<file path="config.mk">
export PLATFORM = sky130hd
export DESIGN_NAME = wake_timer
export DESIGN_NICKNAME = d
export VERILOG_FILES = /design/src/rtl/wake_timer_pkg.sv /design/src/rtl/wkt_guard.sv /design/src/rtl/wkt_access_sync.sv /design/src/rtl/wkt_countdown.sv /design/src/rtl/wake_timer.sv
export SDC_FILE = /design/constraint.sdc
export NUM_CORES = 1
export LEC_CHECK = 0
export BUFFER_PORTS_ARGS = -buffer_cell sky130_fd_sc_hd__buf_2
export CORE_MARGIN = 5
export CORE_UTILIZATION = 35
export DETAILED_ROUTE_END_ITERATION = 6
export SYNTH_ARGS = -nofsm -noshare
export SYNTH_HDL_FRONTEND = slang
export SYNTH_SLANG_ARGS = --single-unit
</file>
<file path="constraint.sdc">
create_clock -name clk -period 1.9 [get_ports clk]
set_input_delay 0.095 -clock clk [delete_from_list [all_inputs] [get_ports clk]]
set_output_delay 0.095 -clock clk [all_outputs]
set_load 0.03 [all_outputs]
</file>
<file path="src/rtl/wake_timer_pkg.sv">
package wake_timer_pkg;

    localparam int ADDR_W = 2;
    localparam logic [7:0] KEY_FIRST  = 8'hCA;
    localparam logic [7:0] KEY_SECOND = 8'h53;

    typedef enum logic [ADDR_W-1:0] {
        REG_KEY    = 2'd0,
        REG_CTRL   = 2'd1,
        REG_RELOAD = 2'd2,
        REG_STATUS = 2'd3
    } reg_sel_e;

    typedef enum logic [1:0] {
        GUARD_SHUT,
        GUARD_ARMED,
        GUARD_OPEN
    } guard_e;

    typedef struct packed {
        logic irq_en;
        logic run;
    } ctrl_t;

    typedef struct packed {
        logic open;
        logic flag;
        logic wr_ok;
    } status_t;

    function automatic guard_e guard_next(guard_e cur, logic [7:0] key);
        if (key == KEY_FIRST)
            return GUARD_ARMED;
        else if (key == KEY_SECOND && cur == GUARD_ARMED)
            return GUARD_OPEN;
        else
            return GUARD_SHUT;
    endfunction

endpackage

</file>
<file path="src/rtl/wkt_guard.sv">
module wkt_guard
    import wake_timer_pkg::*;
(
    input  logic       clk,
    input  logic       rst,
    input  logic       key_wr,
    input  logic [7:0] key,
    output logic       open
);

    guard_e st;

    always_ff @(posedge clk) begin
        if (rst)
            st <= GUARD_SHUT;
        else if (key_wr)
            st <= guard_next(st, key);
    end

    assign open = (st == GUARD_OPEN);


    unlock_order_chk: assert property (@(posedge clk) disable iff (rst)
        (open && !$past(open)) |-> $past(key_wr && key == KEY_SECOND));


    relock_chk: assert property (@(posedge clk) disable iff (rst)
        (open && key_wr) |=> !open);

endmodule

</file>
<file path="src/rtl/wkt_access_sync.sv">
module wkt_access_sync #(
    parameter int SYNC_TICKS = 2
) (
    input  logic clk,
    input  logic rst,
    input  logic tick,
    input  logic run_q,
    input  logic run_nxt,
    output logic wr_ok
);

    localparam int CW = $clog2(SYNC_TICKS + 1);

    logic [CW-1:0] seen;

    always_ff @(posedge clk) begin
        if (rst) begin
            seen  <= '0;
            wr_ok <= 1'b1;
        end else if (run_nxt || run_q) begin
            seen  <= '0;
            wr_ok <= 1'b0;
        end else if (!wr_ok && tick) begin
            if (seen == CW'(SYNC_TICKS - 1)) begin
                seen  <= '0;
                wr_ok <= 1'b1;
            end else begin
                seen <= seen + 1'b1;
            end
        end
    end


    wr_ok_low_when_run_chk: assert property (@(posedge clk) disable iff (rst)
        run_q |-> !wr_ok);


    wr_ok_rise_on_tick_chk: assert property (@(posedge clk) disable iff (rst)
        $rose(wr_ok) |-> $past(tick && !run_q));

endmodule

</file>
<file path="src/rtl/wkt_countdown.sv">
module wkt_countdown #(
    parameter int CNT_W = 16
) (
    input  logic             clk,
    input  logic             rst,
    input  logic             tick,
    input  logic             run_q,
    input  logic             load,
    input  logic [CNT_W-1:0] reload,
    input  logic             flag_clr,
    output logic             flag,
    output logic             wake
);

    logic [CNT_W-1:0] cnt;
    logic             expire;

    assign expire = run_q && tick && (cnt == '0);

    always_ff @(posedge clk) begin
        if (rst) begin
            cnt  <= '0;
            flag <= 1'b0;
            wake <= 1'b0;
        end else begin
            wake <= expire;
            if (load)
                cnt <= reload;
            else if (run_q && tick)
                cnt <= (cnt == '0) ? reload : cnt - 1'b1;
            if (expire)
                flag <= 1'b1;
            else if (flag_clr)
                flag <= 1'b0;
        end
    end


    cnt_bound_chk: assert property (@(posedge clk) disable iff (rst)
        run_q |-> (cnt <= reload));


    flag_rise_chk: assert property (@(posedge clk) disable iff (rst)
        $rose(flag) |-> $past(tick && run_q));


    wake_with_flag_chk: assert property (@(posedge clk) disable iff (rst)
        wake |-> flag);

endmodule

</file>
<file path="src/rtl/wake_timer.sv">
module wake_timer
    import wake_timer_pkg::*;
#(
    parameter int CNT_W      = 16,
    parameter int SYNC_TICKS = 2
) (
    input  logic              clk,
    input  logic              rst,
    input  logic              tick,
    input  logic              wr_en,
    input  logic [ADDR_W-1:0] addr,
    input  logic [CNT_W-1:0]  wdata,
    output logic [CNT_W-1:0]  rdata,
    output logic              irq,
    output logic              wake
);

    localparam logic [CNT_W-1:0] RELOAD_RST = '1;

    reg_sel_e         sel;
    ctrl_t            ctrl_q;
    logic [CNT_W-1:0] reload_q;
    logic             open, wr_ok, flag;
    logic             key_wr, ctrl_we, reload_we, flag_clr;
    logic             run_nxt, load;
    status_t          stat;

    assign sel       = reg_sel_e'(addr);
    assign key_wr    = wr_en && sel == REG_KEY;
    assign ctrl_we   = wr_en && sel == REG_CTRL && open;
    assign reload_we = wr_en && sel == REG_RELOAD && open && !ctrl_q.run && wr_ok;
    assign flag_clr  = wr_en && sel == REG_STATUS && !wdata[1];
    assign run_nxt   = ctrl_we ? wdata[0] : ctrl_q.run;
    assign load      = run_nxt && !ctrl_q.run;

    always_ff @(posedge clk) begin
        if (rst) begin
            ctrl_q   <= '0;
            reload_q <= RELOAD_RST;
        end else begin
            if (ctrl_we)
                ctrl_q <= ctrl_t'(wdata[1:0]);
            if (reload_we)
                reload_q <= wdata;
        end
    end

    wkt_guard u_guard (
        .clk    (clk),
        .rst    (rst),
        .key_wr (key_wr),
        .key    (wdata[7:0]),
        .open   (open)
    );

    wkt_access_sync #(.SYNC_TICKS(SYNC_TICKS)) u_sync (
        .clk     (clk),
        .rst     (rst),
        .tick    (tick),
        .run_q   (ctrl_q.run),
        .run_nxt (run_nxt),
        .wr_ok   (wr_ok)
    );

    wkt_countdown #(.CNT_W(CNT_W)) u_count (
        .clk      (clk),
        .rst      (rst),
        .tick     (tick),
        .run_q    (ctrl_q.run),
        .load     (load),
        .reload   (reload_q),
        .flag_clr (flag_clr),
        .flag     (flag),
        .wake     (wake)
    );

    assign stat = '{open: open, flag: flag, wr_ok: wr_ok};
    assign irq  = flag && ctrl_q.irq_en;

    always_comb begin
        case (sel)
            REG_CTRL:   rdata = CNT_W'(ctrl_q);
            REG_RELOAD: rdata = reload_q;
            REG_STATUS: rdata = CNT_W'(stat);
            default:    rdata = '0;
        endcase
    end


    reload_hold_run_chk: assert property (@(posedge clk) disable iff (rst)
        ctrl_q.run |=> $stable(reload_q));


    reload_hold_locked_chk: assert property (@(posedge clk) disable iff (rst)
        !open |=> $stable(reload_q));


    ctrl_hold_locked_chk: assert property (@(posedge clk) disable iff (rst)
        !open |=> $stable(ctrl_q));

endmodule

</file>
==> impl_metrics.py, run 1 <==
metrics = {
    "place": {
        "port_buffers": 39,
        "placedInstanceArea_um2": 2640,
        "place_inst": 383,
        "dpl.hpwl_mm": 4.65,
        "pre_cts_slack_ns": -0.0214,
        "place_congestion": 0.860,
    },
    "routing": {
        "post-route-drc-count": 0,
        "postRouteAntennaNets": 0,
        "wl_met2_mm": 2.86,
        "drt-initial-drc-count": 284,
        "drt_pass1_iterations": 4,
        "wl_met3_um": 462,
        "routedWlPerCell_um": 16.1,
        "wirelength_met1_mm": 2.91,
        "routed.top_layer": "met4",
        "viasPerCell": 5.59,
        "routed_wl_mm": 6.35,
        "num_vias": 2210,
    },
    "floorplan": {
        "rows": 29,
        "die_w_um": 89.8,
        "die_area_um2": 8070,
        "die_h_um": 89.8,
        "core_um2": 6280,
        "start_util": 0.355,
        "ios": 40,
    },
    "clock_tree": {
        "clk_latency_ns": 0.30,
        "cts_made_buffers": 5,
        "cts_sinks": 41,
        "cts_hold_buf": 0,
        "path_clk_slew_ns": 0.08,
        "cts_tree": "built",
        "cts_root_buffer": "clkbuf_8",
        "cts_max_level": 2,
        "clock_path_buffers": 2,
    },
    "yosys": {
        "netlist_area_um2": 2230,
        "avgSynthCellArea_um2": 8.64,
        "synthFlopType": "dfxtp_1",
        "synth_top_cells_by_area": "dfxtp_1 (37%), mux2i_1 (8.1%), nand2_1 (5.2%)",
        "ys_seq_area_frac": 0.368,
        "ys_types": 61,
        "ys_warn_count": 0,
        "ys_seq_elements": 41,
        "yosys.area.top_type_share": 0.368,
        "synth_edf_count": 0,
        "synth_top_cell_by_area": "dfxtp_1",
        "syn_inst": 258,
        "async_flop_share": 0,
        "synth_nets": 282,
    },
    "cells_and_area": {
        "nets": 341,
        "design_area_um2": 2810,
        "antenna_cells": 0,
        "fin_util": 0.447,
        "syn2layout_area_growth_pct": 25.9,
        "final_cell_count_no_fill": 395,
        "drive_gt1_frac": 0.292,
    },
    "sta": {
        "timing.final.ws_setup_ns": 0.0236,
        "max_slew.worst_pin.slew_ns": 0.651,
        "relSlewSlack": 0.564,
        "fin_setup_tns_ns": 0,
        "finalSetupViolations": 0,
        "rsz0062_at_grt": "true",
        "fmax_ghz": 0.533,
        "fin_skew_ns": 0.0128,
        "drv_slew": 0,
        "hold_viol": 0,
        "period_needed_ns": 1.88,
        "whs_ns": 0.00957,
        "period_share": 0.988,
    },
    "global_routing": {
        "grt_max_degree": 20,
        "grtUsageTotal": 0.156,
        "grt_pass1_wl_mm": 10.4,
        "antenna_found_initial": 0,
        "grt_overflow": 0,
        "grt_pass1_vias": 2130,
    },
    "power": {
        "p_int_mw": 1.34,
        "swShare": 0.235,
        "clkPwrFrac": 0.426,
        "comb_power_share": 0.084,
        "powerDensity_nw_per_um2": 624,
        "vdd_drop_max_mv": 0.401,
        "leakage_nw": 1.11,
        "seqPwrFrac": 0.490,
        "switching_power_mw": 0.412,
        "totalPowerFinal_mw": 1.75,
    },
    "worst_setup_path": {
        "path_delay_family": "simple AND/OR/NAND/NOR gates",
        "critPathMaxStageDelay_ns": 0.57,
        "critical_path_class": "flop to flop",
        "timing.critical_path.buf_inv": 1,
        "crit_top_cell": "or4_4",
        "cp_max_fo": 4,
        "critPathSlowestCell": "or4_4",
        "required_ns": 2.13,
        "path_cells": "buf_4, or4_4, nor2_4, nand2_2, or4_4, a31oi_1",
        "startpoint_type": "flop",
        "cp-end-kind": "flop",
        "crit_arrival_ns": 2.10,
    },
    "status": {
        "status": "finished, final reports clean",
    },
    "job": {
        "drv_cap": 0,
    },
    "worst_hold_path": {
        "hold_path_class": "primary input to flop",
    },
}
-- final cells by class --
cell class / count / area (µm²)
Multi-Input combinational cell: 201 / 1340
Clock inverter: 2 / 37.5
Clock buffer: 6 / 82.6
Timing Repair Buffer: 65 / 415
Inverter: 3 / 11.3
Sequential cell: 41 / 822
Tap cell: 77 / 96.3
Fill cell: 628 / 3470
-- worst register-to-register path, stage by stage (launching register included) --
cell,delay (ns)
dfxtp_2,0.33
buf_4,0.13
or4_4,0.57
nor2_4,0.14
nand2_2,0.07
or4_4,0.41
a31oi_1,0.17
-- cells in the mapped netlist, types with 2 or more instances --
cell type  number
dfxtp_1        41
nand2_1        31
nor2_1         19
mux2i_1        18
and2_1         14
o21ai_0        11
a21oi_1         9
nand3_1         9
nor3_1          9
a31oi_1         7
clkbuf_1        6
nand4_1         5
o211ai_1        5
buf_2           4
or3_1           4
a22oi_1         3
nor4bb_1        3
a211oi_1        2
a22o_1          2
a2bb2oi_1       2
and3_1          2
and3b_1         2
and4_1          2
buf_6           2
ha_1            2
inv_1           2
mux2_2          2
nand2_2         2
nand2b_1        2
nor4_1          2
o22ai_1         2
o311ai_0        2
or4_1           2
-- placed cells by master (no fill, tap or decap), types with 6 or more instances in the layout --
cell type,n
dfxtp_1,40
buf_2,39
nand2_1,31
buf_4,24
nor2_1,19
mux2i_1,18
and2_1,14
o21ai_0,11
a21oi_1,9
nand3_1,9
nor3_1,8
a31oi_1,7
clkbuf_8,6
-- sequential cells by signal, indices dropped and copies added (netlist names) --
signal and cells:
ctrl_q 2, u_count.flag 1, u_sync.wr_ok 1, reload_q 16, u_guard.st 2, u_count.wake 1, u_count.cnt 16, u_sync.seen 2
-- layer usage --
layer,GRT usage,vias up
met5,0,-
met4,0.0718,0
met3,0.0301,11
met2,0.236,89
met1,0.213,1036
li1,-,1074
-- logic make-up after synthesis --
family	share of synthesized area
compound gates	0.182
buf+inv	0.0376
simple gates	0.306
xor+xnor	0.00393
flops	0.368
mux	0.0909
fa+ha+maj	0.0112
-- path summary, 6_finish.rpt --
path | slack (ns) | from | depth (start not counted) | to
setup reg to reg | 0.02 | u_count.cnt[1] | 6 | u_count.cnt[13]
setup / recovery | 0.02 | u_count.cnt[1] | 6 | u_count.cnt[13]
hold / removal | 0.01 | wdata[9] | 3 | reload_q[9]
hold reg to reg | 0.46 | u_sync.seen[1] | 1 | u_sync.seen[1]
-- power by group through the flow --
stage	sequential (mW)	clock [mW]	combinational [mW]
after floorplan	0.879	0	0.0829
after global placement	0.879	0	0.147
after detailed placement	0.879	0	0.148
after CTS	0.858	0.753	0.148
after global routing	0.858	0.788	0.158
final	0.858	0.746	0.148
-- repair_timing --
item                       CTS  global route
setup endpoints to repair    2            16
setup buffers                0             4
gates resized for setup      1             6
pin swaps                    0             4
gates cloned                 0             0
Note: power is estimated with default switching activity, not from simulation.
==> inputs of run 2 (changes only) <==
CTS_BUF_LIST = sky130_fd_sc_hd__clkbuf_2   (was not set)
==> impl_metrics.py, run 2 (same netlist as run 1, synthesis figures left out) <==
metrics = {
    "status": {
        "status": "finished, final reports clean",
    },
    "worst_setup_path": {
        "critPathSlowestCell": "or4_4",
        "path_cells": "buf_4, or4_4, nor2_4, nand2_2, or4_4, a31oi_1",
        "crit_arrival_ns": 2.23,
        "crit_top_cell": "or4_4",
        "startpoint_type": "flop",
        "critical_path_class": "flop to flop",
        "critPathMaxStageDelay_ns": 0.57,
        "r2r_setup_slack_ns": 0.04,
        "cp_max_fo": 4,
        "r2r-end": "u_count.cnt[13]",
        "reg2regPathDepth": 6,
        "cp-end-kind": "flop",
        "required_ns": 2.26,
        "r2r-start": "u_count.cnt[1]",
    },
    "sta": {
        "hold_viol": 0,
        "period_needed_ns": 1.86,
        "fin_skew_ns": 0.0287,
        "rsz0062_at_grt": "true",
        "relSlewSlack": 0.568,
        "period_share": 0.981,
        "max_slew.worst_pin.slew_ns": 0.645,
        "timing.final.ws_setup_ns": 0.0358,
        "finalSetupViolations": 0,
        "fmax_ghz": 0.536,
        "drv_slew": 0,
    },
    "power": {
        "vdd_drop_max_mv": 0.318,
        "swShare": 0.259,
        "switching_power_mw": 0.405,
        "clkPwrFrac": 0.334,
        "seqPwrFrac": 0.552,
        "p_int_mw": 1.16,
        "leakage_nw": 1.16,
        "powerDensity_nw_per_um2": 532,
        "comb_power_share": 0.113,
    },
    "floorplan": {
        "die_h_um": 89.8,
        "die_w_um": 89.8,
        "core_um2": 6280,
        "ios": 40,
        "die_area_um2": 8070,
        "rows": 29,
        "start_util": 0.355,
    },
    "cells_and_area": {
        "syn2layout_area_growth_pct": 31.6,
        "antenna_cells": 0,
        "nets": 358,
        "top_regs": "reload_q: 16 flops, u_count.cnt: 16 flops",
        "drive_gt1_frac": 0.284,
        "mostFrequentLayoutCells": "dfxtp_1 (39), buf_2 (39), nand2_1 (31)",
        "fin_util": 0.467,
    },
    "global_routing": {
        "grt_pass1_vias": 2169,
        "grt_overflow": 0,
        "antenna_found_initial": 0,
        "grt_max_degree": 20,
        "grt_pass1_wl_mm": 10.9,
        "grtUsageTotal": 0.164,
    },
    "clock_tree": {
        "cts_max_level": 2,
        "path_clk_slew_ns": 0.23,
        "cts_tree": "built",
        "cts_root_buffer": "clkbuf_2",
        "cts_made_buffers": 5,
        "clk_latency_ns": 0.41,
        "clock_path_buffers": 2,
        "cts_sinks": 41,
    },
    "routing": {
        "drt_pass1_iterations": 5,
        "num_vias": 2268,
        "routedWlPerCell_um": 16.2,
        "postRouteAntennaNets": 0,
        "routed_wl_mm": 6.69,
        "viasPerCell": 5.50,
        "post-route-drc-count": 0,
        "drt-initial-drc-count": 275,
    },
    "place": {
        "pre_cts_slack_ns": -0.0214,
        "port_buffers": 39,
        "place_congestion": 0.860,
        "dpl.hpwl_mm": 4.65,
    },
    "worst_hold_path": {
        "hold_depth": 4,
        "hold_path_class": "primary input to flop",
        "min_to": "u_guard.st[0]",
        "hold_start": "addr[1]",
    },
    "job": {
        "drv_cap": 0,
    },
}
[run 2: per-stage QoR]
step                      cells  hold WS (ns)  power, mW  instance area [µm²]  setup TNS [ns]
final                       412        0.0769       1.56                 2930               0
after global routing        412        0.0537       1.62                 2930          -0.102
after CTS                   408        0.0460       1.56                 2880               0
after detailed placement    383         0.315       1.03                 2640         -0.0214
after global placement      383         0.310       1.03                 2640               0
after floorplan             258         0.223      0.961                 2230               0
[run 2: timing repair]
item	4_1_cts	5_1_grt
buffers inserted	0	4
endpoints found under the hold margin	18	0
pin swaps	0	4
endpoints found under the setup margin	3	16
hold buffers	17	0
resized for setup	2	8
[run 2: worst max-delay path, delay by kind of cell (launching register included)]
family,cells,cell delay [ns]
buf+inv,1,0.13
simple gates,4,1.19
compound gates,1,0.17
flops,1,0.36
[run 2: worst max-delay path by stage]
stage / end / slack [ns] / cells after the start / startpoint
6_report: u_count.cnt[13] / 0.04 / 6 / u_count.cnt[1]
5_1_grt: u_count.cnt[14] / -0.04 / 7 / u_count.cnt[0]
4_1_cts: u_count.cnt[6] / 0.03 / 6 / u_count.cnt[7]
3_5_place_dp: u_count.cnt[14] / -0.02 / 7 / u_count.cnt[1]
3_3_place_gp: u_count.cnt[14] / 0.03 / 7 / u_count.cnt[0]
2_1_floorplan: u_count.cnt[14] / 0.02 / 8 / u_count.cnt[0]
[run 2: power groups by stage]
stage          sequential, mW  clock [mW]  combinational [mW]
4_1_cts                 0.862       0.528               0.175
2_1_floorplan           0.879           0              0.0829
6_report                0.862       0.522               0.177
3_3_place_gp            0.879           0               0.147
3_5_place_dp            0.879           0               0.148
5_1_grt                 0.863       0.566               0.189
[run 2: layout make-up]
type | instances | area (µm²)
fill | 613 | 3340
clock inverter | 3 | 41.3
inverter | 3 | 11.3
multi-input combinational | 201 | 1350
sequential | 41 | 823
timing repair buffer | 82 | 586
tap | 77 | 96.3
clock buffer | 5 | 25.0
[run 2: layer usage]
| layer | track usage | up-vias | part of all wire |
|---|---|---|---|
| met5 | 0 | - | 0 |
| met4 | 0.0567 | 0 | 0.015 |
| met3 | 0.0392 | 8 | 0.064 |
| met2 | 0.255 | 88 | 0.46 |
| met1 | 0.220 | 1059 | 0.46 |
| li1 | - | 1113 | - |
